--- src/rtl/jabwd_pkg.sv ---
package jabwd_pkg;

  typedef enum logic {
    ST_ARMED  = 1'b0,
    ST_JABBED = 1'b1
  } jabState_e;

  // strobes from control to the counter datapath
  typedef struct packed {
    logic tripInc;
    logic tripClr;
    logic quietInc;
    logic quietClr;
  } jabStrobe_t;

endpackage

--- src/rtl/jab_counters.sv ---
module jab_counters
  import jabwd_pkg::*;
#(
  parameter int unsigned TRIP_CYCLES  = 5_000_000,
  parameter int unsigned UNJAB_CYCLES = 125_000_000
) (
  input  logic       clk,
  input  logic       rstN,
  input  jabStrobe_t strobe,
  output logic       tripHit,
  output logic       quietHit,
  output logic       tripZero,
  output logic       quietZero
);
  localparam int unsigned TW = $clog2(TRIP_CYCLES + 1);
  localparam int unsigned QW = $clog2(UNJAB_CYCLES + 1);
  localparam logic [TW-1:0] TRIP_LIMIT  = TW'(TRIP_CYCLES);
  localparam logic [QW-1:0] QUIET_LIMIT = QW'(UNJAB_CYCLES - 1);

  logic [TW-1:0] tripCnt;
  logic [QW-1:0] quietCnt;

  // length of the current high run of transmit enable
  always_ff @(posedge clk or negedge rstN) begin
    if (!rstN)                 tripCnt <= '0;
    else if (strobe.tripClr)   tripCnt <= '0;
    else if (strobe.tripInc)   tripCnt <= tripCnt + 1'b1;
  end

  // length of the current low run while latched
  always_ff @(posedge clk or negedge rstN) begin
    if (!rstN)                 quietCnt <= '0;
    else if (strobe.quietClr)  quietCnt <= '0;
    else if (strobe.quietInc)  quietCnt <= quietCnt + 1'b1;
  end

  assign tripHit   = (tripCnt == TRIP_LIMIT);
  assign quietHit  = (quietCnt == QUIET_LIMIT);
  assign tripZero  = (tripCnt == '0);
  assign quietZero = (quietCnt == '0);

  // the trip count never runs past its limit
  assert_trip_bound_R2: assert property (@(posedge clk) disable iff (!rstN)
    tripCnt <= TRIP_LIMIT);

  // the quiet count never runs past its limit
  assert_quiet_bound_R7: assert property (@(posedge clk) disable iff (!rstN)
    quietCnt <= QUIET_LIMIT);

endmodule

--- src/rtl/jab_control.sv ---
module jab_control
  import jabwd_pkg::*;
(
  input  logic       clk,
  input  logic       rstN,
  input  logic       txEn,
  input  logic       fullDuplex,
  input  logic       tripHit,
  input  logic       quietHit,
  output jabStrobe_t strobe,
  output logic       jabberActive,
  output logic       txDisable,
  output logic       crsKill,
  output logic       colReq,
  output logic       linkFailReq
);
  jabState_e state, stateNext;

  always_comb begin
    stateNext = state;
    strobe    = '0;
    unique case (state)
      ST_ARMED: begin
        strobe.quietClr = 1'b1;
        if (!txEn) begin
          strobe.tripClr = 1'b1;
        end else if (tripHit) begin
          strobe.tripClr = 1'b1;
          stateNext      = ST_JABBED;
        end else begin
          strobe.tripInc = 1'b1;
        end
      end
      ST_JABBED: begin
        strobe.tripClr = 1'b1;
        if (txEn) begin
          strobe.quietClr = 1'b1;
        end else if (quietHit) begin
          strobe.quietClr = 1'b1;
          stateNext       = ST_ARMED;
        end else begin
          strobe.quietInc = 1'b1;
        end
      end
      default: stateNext = ST_ARMED;
    endcase
  end

  always_ff @(posedge clk or negedge rstN) begin
    if (!rstN) state <= ST_ARMED;
    else       state <= stateNext;
  end

  assign jabberActive = (state == ST_JABBED);
  assign txDisable    = jabberActive;
  assign crsKill      = jabberActive;
  assign linkFailReq  = jabberActive & txEn;
  assign colReq       = jabberActive & txEn & ~fullDuplex;

  // a run that reaches the limit while armed latches jabber
  assert_trip_latch_R2: assert property (@(posedge clk) disable iff (!rstN)
    (!jabberActive && txEn && tripHit) |=> jabberActive);

  // jabber never releases on a cycle that sampled transmit enable high
  assert_release_quiet_R7: assert property (@(posedge clk) disable iff (!rstN)
    $fell(jabberActive) |-> !$past(txEn));

endmodule

--- src/rtl/jabber_watchdog.sv ---
module jabber_watchdog
  import jabwd_pkg::*;
#(
  parameter int unsigned TRIP_CYCLES  = 5_000_000,
  parameter int unsigned UNJAB_CYCLES = 125_000_000
) (
  input  logic clk,
  input  logic rstN,
  input  logic txEn,
  input  logic fullDuplex,
  output logic jabberActive,
  output logic txDisable,
  output logic crsKill,
  output logic colReq,
  output logic linkFailReq
);
  jabStrobe_t strobe;
  logic tripHit, quietHit, tripZero, quietZero;

  jab_control u_control (
    .clk(clk), .rstN(rstN), .txEn(txEn), .fullDuplex(fullDuplex),
    .tripHit(tripHit), .quietHit(quietHit), .strobe(strobe),
    .jabberActive(jabberActive), .txDisable(txDisable), .crsKill(crsKill),
    .colReq(colReq), .linkFailReq(linkFailReq)
  );

  jab_counters #(.TRIP_CYCLES(TRIP_CYCLES), .UNJAB_CYCLES(UNJAB_CYCLES)) u_counters (
    .clk(clk), .rstN(rstN), .strobe(strobe),
    .tripHit(tripHit), .quietHit(quietHit),
    .tripZero(tripZero), .quietZero(quietZero)
  );

  // a low sample leaves the trip count at zero
  assert_trip_restart_R6: assert property (@(posedge clk) disable iff (!rstN)
    !txEn |=> tripZero);

  // an attempt while latched restarts the quiet count
  assert_quiet_restart_R8: assert property (@(posedge clk) disable iff (!rstN)
    (jabberActive && txEn) |=> quietZero);

  // no collision request in full duplex
  assert_no_col_full_R5: assert property (@(posedge clk) disable iff (!rstN)
    fullDuplex |-> !colReq);

  // a collision request always comes with a link-fail request
  assert_col_with_lf_R4: assert property (@(posedge clk) disable iff (!rstN)
    colReq |-> linkFailReq);

endmodule

--- config.mk ---
export PLATFORM = sky130hd
export DESIGN_NAME = jabber_watchdog
export DESIGN_NICKNAME = d
export VERILOG_FILES = /design/src/rtl/jabwd_pkg.sv /design/src/rtl/jab_counters.sv /design/src/rtl/jab_control.sv /design/src/rtl/jabber_watchdog.sv
export SDC_FILE = /design/constraint.sdc
export NUM_CORES = 1
export LEC_CHECK = 0
export ABC_AREA = 0
export CAP_MARGIN = 30
export CORE_UTILIZATION = 40
export DETAILED_ROUTE_END_ITERATION = 16
export DONT_BUFFER_PORTS = 1
export PLACE_DENSITY = 0.59
export SLEW_MARGIN = 20
export SYNTH_ARGS = -nofsm -noshare
export SYNTH_HDL_FRONTEND = slang
export SYNTH_SLANG_ARGS = --single-unit
export TNS_END_PERCENT = 50
--- constraint.sdc ---
create_clock -name clk -period 1.9 [get_ports clk]
set_clock_uncertainty 0.2 [all_clocks]
set_input_delay 0.19 -clock clk [delete_from_list [all_inputs] [get_ports clk]]
set_output_delay 0.19 -clock clk [all_outputs]
set_load 0.01 [all_outputs]
# After elaboration in Yosys (flattened, before gate mapping)
# Index checks and enable logic that the tools add are counted.
# totals
regBits	51
output_inout_bits	5
elab_cells	32
# classes
addsub	2
eq_ne	2
muxes	19
n_bitwise	4
n_reduce_logical	2
# op_table
op	count
2-to-1 mux 27 bit	2
2-to-1 mux 23 bit	2
adder 27 x 1 -> 27 bit (second input constant)	1
== test 27 bit (second input constant)	1
adder 23 x 1 -> 23 bit (second input constant)	1
== test 23 bit (second input constant)	1
2-to-1 mux 1 bit	12
case mux 1 bit (2 select lines)	3
nonzero test 2 bit	2
AND 1 bit	2
inverter 1 bit	2

# Depth between registers and ports, before layout
# Gate-level depths: netlist of the first run.
# logic_depth
word_depth	6
mapped_depth	7
depth_no_buf	5

# By module
# From an unflattened synthesis of the first run, not the netlist that was laid out.
# unflattened
hier_cells	329
area_unflattened_um2	2926.6
# modules_own_cells
mod	instances	cells_each	area_each_um2	seq_area_each_um2
jab_counters	1	316	2824.0	1251.2
jab_control	1	13	102.6	25.0

# Least setup slack after synthesis of the first run
# OpenSTA, ideal clock, no wires.
# synth_timing
path_kind	register to register
startpoint	reg u_counters.tripCnt[0]
endpoint	reg u_counters.tripCnt[22]
t_arrival_ns	1.830
t_required_ns	1.622
slack_ns	-0.209
stages_incl_launch_ff	6
path_buffers	0
cell_sequence	dfrtp_1 > ha_1 > nand4_2 > or4_4 > or3_1 > a21oi_1
# synth_between
elab_chain_cells	5
word_cells_on_any_way	11
cone_classes	add/sub (1); eq/ne (1); mux (8); reduce/logical (1)
# synth_lines
item	line_no	text
from (decl)	jab_counters.sv:20	logic [TW-1:0] tripCnt;
from (signal assigned)	jab_counters.sv:27	else if (strobe.tripInc) tripCnt <= tripCnt + 1'b1;
parallel branches: the longest is 5 deep, another holds adder 23 x 1 -> 23 bit	-	
# Parallel ways; which one is timed is not known. The select of a mux whose other input is x is not followed.
# A chain may end at the register's enable or synchronous reset.

# Worst setup path in the final report of the first run
# layout_timing
startpoint	reg u_counters.quietCnt[19]
endpoint	reg u_counters.quietCnt[24]
# layout_between
elab_chain_cells	5
word_cells_on_any_way	11
cone_classes	add/sub (1); eq/ne (1); mux (8); reduce/logical (1)
# layout_lines
item	line_no	text
from (decl)	jab_counters.sv:21	logic [QW-1:0] quietCnt;
from (signal assigned)	jab_counters.sv:34	else if (strobe.quietInc) quietCnt <= quietCnt + 1'b1;
parallel branches: the longest is 5 deep, another holds adder 27 x 1 -> 27 bit	-	
# Parallel ways; which one is timed is not known. The select of a mux whose other input is x is not followed.

==> results of run 1 <==
-- sequential cells by signal (all words and copies together), names as in the netlist --
name	flops
u_control.crsKill	1
u_counters.tripCnt	23
u_counters.quietCnt	27
-- report_power, final --
| group | internal, µW | total, µW | leakage (µW) | switching (µW) |
|---|---|---|---|---|
| clock network | 427 | 799 | 0.0000612 | 372 |
| registers | 1090 | 1100 | 0.000698 | 8.68 |
| logic | 30.4 | 74.3 | 0.000628 | 43.9 |
| total | 1550 | 1970 | 0.00139 | 425 |
-- per-layer routing --
layer | vias up | part of all wire, % | track usage, %
li1 | 1156 | - | -
met1 | 1137 | 51 | 27.4
met2 | 43 | 45 | 27.4
met3 | 8 | 3.3 | 3.64
met4 | 0 | 1.1 | 4.78
met5 | - | 0 | 0
-- Yosys cell counts, types with 2 or more instances --
| cell type | instances | share of area (%) |
|---|---|---|
| nand4b_1 | 3 | 0.97 |
| and4_1 | 5 | 1.6 |
| nor4b_1 | 4 | 1.3 |
| nand2_1 | 15 | 2.1 |
| inv_1 | 12 | 1.7 |
| o21ai_0 | 19 | 3.5 |
| ha_1 | 3 | 1.4 |
| nor3_1 | 6 | 1.1 |
| o31ai_1 | 3 | 0.83 |
| dfrtp_1 | 51 | 47 |
| nand3_1 | 16 | 2.9 |
| nor4_1 | 2 | 0.46 |
| clkbuf_1 | 6 | 0.83 |
| and3_1 | 3 | 0.69 |
| nor2b_1 | 2 | 0.46 |
| and2_1 | 7 | 1.6 |
| nor2_1 | 31 | 4.3 |
| xor2_1 | 9 | 2.9 |
| or3_1 | 16 | 3.7 |
| buf_4 | 5 | 1.4 |
| xnor2_1 | 15 | 4.8 |
| nand4_2 | 3 | 1.4 |
| a21oi_1 | 22 | 4.0 |
| nand4_1 | 15 | 3.4 |
| buf_2 | 3 | 0.55 |
| or4_1 | 7 | 1.9 |
-- worst min-delay path by stage --
stage	depth (start not counted)	slack (ns)	end
4_1_cts	3	0.05	u_counters.tripCnt[1]$_DFFE_PN0P_
3_3_place_gp	0	-0.30	u_counters.tripCnt[4]$_DFFE_PN0P_
6_report	3	0.06	u_counters.tripCnt[1]$_DFFE_PN0P_
2_1_floorplan	0	-0.31	u_control.crsKill$_DFF_PN0_
3_5_place_dp	0	-0.30	u_counters.tripCnt[4]$_DFFE_PN0P_
5_1_grt	3	0.06	u_counters.tripCnt[1]$_DFFE_PN0P_
-- cell type report --
type	instances	area share, %
Multi-Input combinational cell	215	40.3
Sequential cell	51	37.3
Timing Repair Buffer	61	14.9
Tap cell	77	2.79
Clock buffer	6	2.39
Inverter	12	1.30
Clock inverter	2	1.01
-- logic make-up (layout without fill, tap and decap cells) --
kind of cell | Yosys count | after routing | synth area share (%)
and+or+nand+nor | 140 | 140 | 30.0
DFF | 51 | 51 | 46.9
AOI/OAI and AO/OA | 48 | 48 | 9.65
buffers and inverters | 26 | 81 | 4.41
xor gates and xnor gates | 24 | 24 | 7.72
adders and majority gates | 3 | 3 | 1.38
-- repair_timing --
action	in CTS	in global routing
buffers inserted	4	1
pin swaps	5	5
cloned	1	0
hold endpoints to repair	52	0
resized for setup	9	3
setup endpoints to repair	42	51
hold buffers	3	0
-- through the flow --
step	TNS, ns	power (µW)	cells	worst slack [ns]
6_report	-5.72	1970	424	-0.215
5_1_grt	-8.29	2040	424	-0.282
4_1_cts	-4.38	1990	423	-0.165
3_5_place_dp	-5.46	1160	407	-0.192
3_3_place_gp	-4.05	1160	407	-0.144
2_1_floorplan	-1.55	1140	292	-0.0778
-- critical path: stages (launching register included) --
cell and delay [ns]:
dfrtp_1 0.40, or4bb_4 0.57, nor4_4 0.29, a311o_1 0.23
buf_4 0.14, buf_16 0.13, a21oi_1 0.04
==> summary.txt, run 1 <==
Run status
  – Status: complete, but fails checks
  – Failing checks: DRC, setup timing

Synthesis
  – Syn_nets: ~300
  – Post-synth EDFFs: 0
  – Asr flop ratio synth: between 90% and 100%
  – Yosys reg bits: slightly above 50
  – Post-synthesis sequential area ratio: about 47%
  – Yosys warnings: 0
  – Post-synth top flop: dfrtp_1
  – Unique masters post-synth: 35
  – Mapped Cells: about 290
  – Synthesized area: roughly 2700 µm²
  – Synthesized area per cell: 9.32 µm²

Routing
  – DR iter-0 viols: 145
  – Final wirelength: a little over 6000 µm
  – Drt first pass iters: 10
  – DRC Markers: 4
  – DR WL/cell: 14.4 µm
  – Post-route ant nets: 0
  – Via count: around 2300
  – Via density: around 5.5

Finish
  – Area growth syn-to-layout: 26.8%
  – Most common cell after layout, fill and taps aside: buf_4
  – Storage element area: 1290 µm²
  – Fin area: about 3500 µm²
  – Post-layout util: between 50% and 60%
  – Area of the multi-input gates: between 1000 and 1500 µm²
  – N_diodes: 0
  – Nets@finish: about 350
  – Most frequent cells in the layout: buf_4 (56), dfrtp_1 (43), nor2_1 (31)
  – Layout cell share with drive strength beyond 1: approximately 25%
  – Number of fill cells: approximately 610

Setup path
  – R2r worst-path depth: 6
  – Crit start category: register
  – CP Max Fanout: 13
  – Worst EP arrival: 2.10 ns
  – Origin of the critical flop-to-flop path: u_counters.quietCnt[19]$_DFFE_PN0P_
  – CP Launch Point: u_counters.quietCnt[19]$_DFFE_PN0P_
  – Reg-to-Reg End: u_counters.quietCnt[24]$_DFFE_PN0P_
  – Internal reg-to-reg setup slack: -0.21 ns
  – Critical Path End Type: register
  – Worst setup endpoint: u_counters.quietCnt[24]$_DFFE_PN0P_
  – WP data required: about 1.9 ns
  – Setup CP Type: register to register

STA
  – Final hold viol count: 0
  – Final worst path period need: ~2.1 ns
  – RSZ-0062 raised after global routing: yes
  – Worst-case hold slack: around 0.06 ns
  – Worst slew pin tran: between 0.4 and 0.5 ns
  – Final setup margin: -0.215 ns
  – Setup violations, final: 31
  – Worst slew margin: between 60 and 70%
  – Final cycle utilization of the critical path: 111%
  – Slew Limit Fails: 0
  – Fmax: roughly 0.47 GHz

Run
  – MaxCap Viol Count: 0

GRT
  – Antenna violations before repair: 0
  – Vias in the first global route: 2195
  – GR Overflow Total: 0
  – Largest net degree at the start of global routing: 52
  – First-pass GRT wire length: about 10000 µm
  – Total track usage: about 18%

Clocking
  – Clk slew on worst S/H paths: ~0.090 ns
  – Clk_lat worst skew: between 0.3 and 0.4 ns
  – CTS tree: done
  – CTS H-tree depth: 2
  – CTS root buffer: clkbuf_8
  – Longest Clk Path Bufs: 2
  – Clock sinks: 51
  – Num CTS Buffers: 5

Floorplanning
  – CORE AREA: ~6500 µm²
  – DIE WIDTH: between 80 and 90 µm
  – I/O pins: 9
  – Num rows: 29
  – Die area: ~7000 µm²
  – Die Span Y: ~85 µm
  – Initial core utilization: ~42%

Worst hold path
  – Hold/Removal Path Class: primary input to register
  – Worst hold start: txEn

Placed design
  – Hpwl dp: about 4200 µm
  – Port-buffer cells: 0
  – Placer Congestion: just over 0.8
  – Post-DP Area: approximately 3200 µm²

Pwr
  – Peak supply drop: 0.000288 V
  – Pleak: between 0.001 and 0.0015 µW
  – Pwr/cell area: 571 nW/µm²
No activity file was read; power rests on OpenSTA's default activity.
==> run 2: changes to the inputs <==
--- a/config.mk
+++ b/config.mk
@@ -7,10 +7,12 @@
 export LEC_CHECK = 0
 export ABC_AREA = 0
 export CAP_MARGIN = 30
+export CORE_MARGIN = 2
 export CORE_UTILIZATION = 40
 export DETAILED_ROUTE_END_ITERATION = 16
 export DONT_BUFFER_PORTS = 1
 export PLACE_DENSITY = 0.59
+export RECOVER_POWER = 50
 export SLEW_MARGIN = 20
 export SYNTH_ARGS = -nofsm -noshare
 export SYNTH_HDL_FRONTEND = slang
==> run 2 against run 1 <==
Against the previous run:
- the run ends with setup timing left
- hold slack got worse by 0.036 ns
- final area grew 1.2%
- global-route usage is 0.76 points lower
- sequential share of layout area down 0.51 points
- clock-buffer cell count fell by 1
- maximum frequency grew 2.0%
- sequential power about the same
- combinational power fell by 5.9%
- critical path type unchanged
- critical endpoint is now u_counters.quietCnt[14]$_DFFE_PN0P_
==> summary.txt, run 2 (synthesis results as in run 1) <==
Routing
  – DRC Markers: 0 (-4)
  – Drt first pass iters: 4 (-6)
  – Via count: 2359 (+0.64%)
  – Via density: 5.44 (-1.7%)
  – Final wirelength: 6460 µm (+5.5%)
  – DR WL/cell: 14.9 µm (+3.1%)
  – DR iter-0 viols: 147 (+1.4%)
  – Post-route ant nets: 0 (unchanged)

Floorplanning
  – Initial core utilization: 40.7% (-1.4 points)
  – DIE WIDTH: 86.5 µm (+2.4%)
  – Die Span Y: 86.5 µm (+2.4%)
  – Num rows: 30 (+3.4%)
  – Die area: 7480 µm² (+4.8%)
  – CORE AREA: 6680 µm² (+3.4%)
  – I/O pins: 9 (unchanged)

GRT
  – First-pass GRT wire length: 10400 µm (-0.85%)
  – Vias in the first global route: 2160 (-1.6%)
  – Total track usage: 17.6% (-0.76 points)
  – GR Overflow Total: 0 (unchanged)
  – Largest net degree at the start of global routing: 52 (unchanged)
  – Antenna violations before repair: 0 (unchanged)

STA
  – Final worst path period need: 2.07 ns (-0.0422 ns)
  – RSZ-0062 raised after global routing: yes
  – Slew Limit Fails: 0 (unchanged)
  – Final cycle utilization of the critical path: 109% (-2.2 points)
  – Worst-case hold slack: 0.0224 ns (-0.0360 ns)
  – Worst slew margin: 51.3% (-18 points)
  – Final hold viol count: 0 (unchanged)
  – Fmax: 0.483 GHz (+2.0%)
  – Setup violations, final: 30 (-3.2%)
  – Worst slew pin tran: 0.731 ns (+0.274 ns)
  – Final setup margin: -0.172 ns (+0.0422 ns)

Placed design
  – Post-DP Area: 3230 µm² (+1.6%)
  – Hpwl dp: 4410 µm (+4.1%)
  – Placer Congestion: 0.846 (+2.9%)
  – Port-buffer cells: 0 (unchanged)

Clocking
  – Clock sinks: 51 (unchanged)
  – Clk_lat worst skew: 0.31 ns (about the same)
  – CTS H-tree depth: 2 (unchanged)
  – Num CTS Buffers: 5 (unchanged)
  – CTS root buffer: clkbuf_8
  – Clk slew on worst S/H paths: 0.10 ns (about the same)
  – Longest Clk Path Bufs: 2 (unchanged)
  – CTS tree: done

Finish
  – Layout cell share with drive strength beyond 1: 30.2% (+4.9 points)
  – Number of fill cells: 631 (+4.1%)
  – Reg with most FFs: u_counters.quietCnt
  – Post-layout util: 52.3% (-1.2 points)
  – N_diodes: 0 (unchanged)
  – Most frequent cells in the layout: buf_4 (59), dfrtp_1 (45), nor2_1 (27)
  – Nets@finish: 360 (+2.0%)
  – Fin area: 3490 µm² (+1.2%)
  – Most common cell after layout, fill and taps aside: buf_4
  – Number of flip-flops under the largest register name: 27 (unchanged)
  – Area growth syn-to-layout: 28.3%

Setup path
  – Crit start category: register
  – Slowest CP cell: or4b_4
  – Worst EP arrival: 2.07 ns (-0.03 ns)
  – Setup CP Type: register to register
  – WP data required: 1.90 ns (about the same)
  – CP Max Fanout: 6 (-7)
  – Worst path cell trace: or4b_4 > nor4_4 > a311o_1 > buf_6 > buf_6 > a21oi_1
  – CP peak stage delay: 0.55 ns (-0.02 ns)
  – Most used cell, CP: buf_6
  – CP bufs+invs: 2 (unchanged)
  – Critical Path End Type: register
  – Largest delay share family, worst path: simple AND/OR/NAND/NOR gates

Pwr
  – Peak supply drop: 0.000245 V (-15%)
  – Pwr/cell area: 517 nW/µm² (-9.5%)
  – Pleak: 0.00140 µW (+1.0%)

Run status
  – Status: complete, but fails checks
  – Failing checks: setup timing

Worst hold path
  – Hold/Removal Path Class: primary input to register

Run
  – MaxCap Viol Count: 0 (unchanged)
[run 2: cell count changes in the layout (fill, tap and decap cells not counted), moves of 3 or more]
| cell | previous run | this run |
|---|---|---|
| buf_6 | 0 | 6 |
| nor2_2 | 0 | 4 |
| nor2_1 | 31 | 27 |
| buf_4 | 56 | 59 |
| a21oi_2 | 1 | 11 |
| a21oi_1 | 21 | 11 |
[run 2: stage by stage]
step                instances  setup WS (ns)  setup TNS, ns  total power [µW]
floorplan                 292        -0.0778          -1.55              1140
global placement          418         -0.115          -2.85              1160
detailed placement        418         -0.146          -3.78              1160
CTS                       434         -0.153          -4.13              1840
global route              434         -0.239          -6.95              1870
finish                    434         -0.172          -4.62              1810
[run 2: worst paths after layout]
path                                                startpoint                             endpoint  slack [ns]  cells after the start
setup / recovery           u_counters.quietCnt[15]$_DFFE_PN0P_  u_counters.quietCnt[14]$_DFFE_PN0P_       -0.17                      6
hold / removal                                            txEn    u_counters.tripCnt[0]$_DFFE_PN0P_        0.02                      3
setup reg to reg           u_counters.quietCnt[15]$_DFFE_PN0P_  u_counters.quietCnt[14]$_DFFE_PN0P_       -0.17                      6
hold reg to reg             u_counters.quietCnt[0]$_DFFE_PN0P_   u_counters.quietCnt[0]$_DFFE_PN0P_        0.25                      1
max in group asynchronous                                 rstN    u_counters.tripCnt[1]$_DFFE_PN0P_        0.66                      2
min in group asynchronous                                 rstN    u_counters.tripCnt[2]$_DFFE_PN0P_        0.31                      2
[run 2: worst reg2reg max path: stages, from the launching register on]
cell and delay [ns]:
dfrtp_1 0.39, or4b_4 0.55, nor4_4 0.28, a311o_1 0.22, buf_6 0.14, buf_6 0.14
a21oi_1 0.05
[run 2: per-layer routing]
metal  GRT usage [%]  vias up  wire length, µm
met2            26.9       29             3030
met5               0        -                0
li1                -     1166                -
met4            5.40        0               69
met3            2.38        5              165
met1            26.1     1159             3200
[run 2: final cells by class]
class / instances / area, µm² / area share [%]
clock buffer: 5 / 68.8 / 1.97
clock inverter: 3 / 15.0 / 0.430
inverter: 12 / 45.0 / 1.29
multi-input combinational: 215 / 1440 / 41.3
sequential: 51 / 1280 / 36.7
tap: 80 / 100 / 2.87
timing repair buffer: 68 / 538 / 15.4
[run 2: timing repair]
item	4_1_cts	5_1_grt
endpoints found under the setup margin	41	51
gates cloned	2	0
pin swaps	6	6
setup buffers	3	0
resized for setup	18	13
endpoints found under the hold margin	52	0
hold buffers	3	0
[run 2: power breakdown]
group          switching, µW  internal, µW  total (µW)
Combinational           44.0          25.8        69.9
Sequential              9.21          1090        1100
Clock                    383           254         637
==> run 3: changes to the inputs <==
--- a/config.mk
+++ b/config.mk
@@ -13,6 +13,7 @@
 export DONT_BUFFER_PORTS = 1
 export PLACE_DENSITY = 0.59
 export RECOVER_POWER = 50
+export SETUP_SLACK_MARGIN = 0.5
 export SLEW_MARGIN = 20
 export SYNTH_ARGS = -nofsm -noshare
 export SYNTH_HDL_FRONTEND = slang
==> run 3 against run 2 <==
Against the previous run:
- the run ends with hold timing, setup timing left
- critical path depth decreased by 1
- register-to-register slack about the same
- first-iteration DRC count decreased by 21%
- flip-flop and latch count unchanged
- die area unchanged
- final cell count decreased by 2.8%
- final area decreased by 3.5%
- via count decreased by 4.1%
- combinational power decreased by 40%
- worst setup slack improved by 0.015 ns
- critical path type unchanged
- critical endpoint is now u_counters.quietCnt[21]$_DFFE_PN0P_
==> summary.txt, run 3 (synthesis results as in run 1) <==
Run status
  – Status: complete, but fails checks
  – Failing checks: hold timing, setup timing

Routing
  – Drt first pass iters: 4 (unchanged)
  – Post-route ant nets: 0 (unchanged)
  – DR iter-0 viols: 116 (-21%)
  – DR WL/cell: 14.0 µm (-5.8%)
  – Via density: 5.36 (-1.3%)
  – Final wirelength: 5920 µm (-8.4%)
  – Via count: 2263 (-4.1%)
  – DRC Markers: 0 (unchanged)

STA
  – Final cycle utilization of the critical path: 108% (-0.78 points)
  – Slew Limit Fails: 0 (unchanged)
  – Final worst path period need: 2.06 ns (-0.0148 ns)
  – Worst-case hold slack: -0.631 ns (-0.654 ns)
  – Worst slew margin: 78.9% (+28 points)
  – Fmax: 0.486 GHz (+0.72%)
  – Setup violations, final: 30 (unchanged)
  – Worst slew pin tran: 0.313 ns (-0.418 ns)
  – Final hold viol count: 51 (+51)
  – RSZ-0062 raised after global routing: yes
  – Final setup margin: -0.158 ns (+0.0148 ns)

Pwr
  – Pwr/cell area: 528 nW/µm² (+2.2%)
  – Pleak: 0.00133 µW (-5.1%)
  – Peak supply drop: 0.000345 V (+40%)

Clocking
  – CTS H-tree depth: 2 (unchanged)
  – Num CTS Buffers: 5 (unchanged)
  – Clk slew on worst S/H paths: 0.09 ns (about the same)
  – # hold bufs at CTS: 1 (-2)
  – Longest Clk Path Bufs: 2 (unchanged)
  – CTS tree: done
  – Clk_lat worst skew: 0.30 ns (about the same)
  – CTS root buffer: clkbuf_8
  – Clock sinks: 51 (unchanged)

GRT
  – Vias in the first global route: 2266 (+4.9%)
  – First-pass GRT wire length: 10300 µm (-0.80%)
  – Largest net degree at the start of global routing: 52 (unchanged)
  – Antenna violations before repair: 0 (unchanged)
  – GR Overflow Total: 0 (unchanged)
  – Total track usage: 17.3% (-0.38 points)

Setup path
  – Setup CP Type: register to register
  – Worst path cell trace: or4bb_4 > nor4_4 > a311o_1 > buf_6 > a21oi_1
  – CP Max Fanout: 13 (+7)
  – CP Launch Point: u_counters.quietCnt[23]$_DFFE_PN0P_
  – Critical Path End Type: register
  – Origin of the critical flop-to-flop path: u_counters.quietCnt[23]$_DFFE_PN0P_
  – Worst EP arrival: 2.04 ns (-0.03 ns)
  – R2r worst-path depth: 5 (-1)
  – WP data required: 1.88 ns (-0.02 ns)
  – CP peak stage delay: 0.55 ns (about the same)
  – Slowest CP cell: or4bb_4
  – Crit start category: register

Floorplanning
  – CORE AREA: 6680 µm² (unchanged)
  – Initial core utilization: 40.7% (unchanged)
  – Die Span Y: 86.5 µm (unchanged)
  – DIE WIDTH: 86.5 µm (unchanged)
  – Die area: 7480 µm² (unchanged)
  – Num rows: 30 (unchanged)
  – I/O pins: 9 (unchanged)

Finish
  – Most frequent cells in the layout: buf_4 (52), dfrtp_1 (44), nor2_1 (30)
  – Nets@finish: 348 (-3.3%)
  – Number of flip-flops under the largest register name: 27 (unchanged)
  – Layout cell share with drive strength beyond 1: 24.9% (-5.4 points)
  – Fin area: 3370 µm² (-3.5%)
  – N_diodes: 0 (unchanged)
  – Reg with most FFs: u_counters.quietCnt
  – Non-Filler Instances: 422 (-2.8%)
  – Area growth syn-to-layout: 23.9%
  – Most common cell after layout, fill and taps aside: buf_4

Placed design
  – Hpwl dp: 4280 µm (-2.9%)
  – Post-DP Area: 3200 µm² (-1.2%)
  – Placer Congestion: 0.823 (-2.7%)
  – DP Cell Count: 413 (-1.2%)
  – Port-buffer cells: 0 (unchanged)
  – Pre-CTS setup slack: -0.133 ns (+0.0126 ns)

Worst hold path
  – Hold/Removal Path Class: primary input to async pin

Run
  – MaxCap Viol Count: 0 (unchanged)
==> run 3: cell types whose count changed in the layout (fill, tap and decap cells not counted), sizes merged <==
cell | previous run | this run
buf | 65 | 55
clkinv | 3 | 1
clkbuf | 6 | 7
dlygate4sd3 | 2 | 1
==> run 3: repair_timing <==
action,CTS,global route
buffers inserted,0,0
hold endpoints to repair,52,51
resized for setup,13,5
pin swaps,23,4
endpoints found under the setup margin,53,53
==> run 3: final cells by class <==
type                    instances  area (µm²)
repair buffers                 56         434
fillers                       621        3310
clock inverters                 1        5.00
inverters                      12        45.0
flip-flops and latches         51        1280
well taps                      80         100
multi-input cells             215        1420
clock buffers                   7        86.3
==> run 3: per-layer routing <==
layer  global-route usage, %  routed length (µm)  vias to the layer above
met4                    3.98                  44                        0
met5                       0                   0                        -
met3                    2.86                 125                        5
li1                        -                   -                     1145
met2                    29.7                2910                       21
met1                    22.9                2840                     1092
==> run 3: power breakdown <==
group          leakage, µW  total [µW]  switching (µW)  internal, µW
Clock            0.0000482         639             344           295
Combinational     0.000583        42.2            21.7          20.5
Sequential        0.000699        1100            10.2          1090
==> run 3: final timing paths <==
check / to / slack (ns)
worst max register to register: u_counters.quietCnt[21]$_DFFE_PN0P_ / -0.16
worst min register to register: u_counters.quietCnt[0]$_DFFE_PN0P_ / 0.25
worst max-delay path: u_counters.quietCnt[21]$_DFFE_PN0P_ / -0.16
worst min-delay path: u_counters.quietCnt[15]$_DFFE_PN0P_ / -0.63
max in group asynchronous: u_counters.tripCnt[4]$_DFFE_PN0P_ / 2.02
min in group clk: u_counters.tripCnt[1]$_DFFE_PN0P_ / 0.05
==> run 3: critical path, delay by kind of cell (launching register included) <==
family,cells,cell delay [ns]
buffers and inverters,1,0.19
and+or+nand+nor,2,0.84
DFF,1,0.39
AOI/OAI and AO/OA,2,0.32
==> run 3: metrics by stage <==
stage	power (µW)	hold slack (ns)	util, %	TNS [ns]
after floorplan	1140	-0.306	-	-1.55
after global placement	1160	-0.305	47.8	-3.06
after detailed placement	1160	-0.305	47.8	-4.46
after CTS	1810	-0.642	50.1	-3.97
after global routing	1850	-0.648	50.5	-7.35
final	1780	-0.631	50.5	-4.05
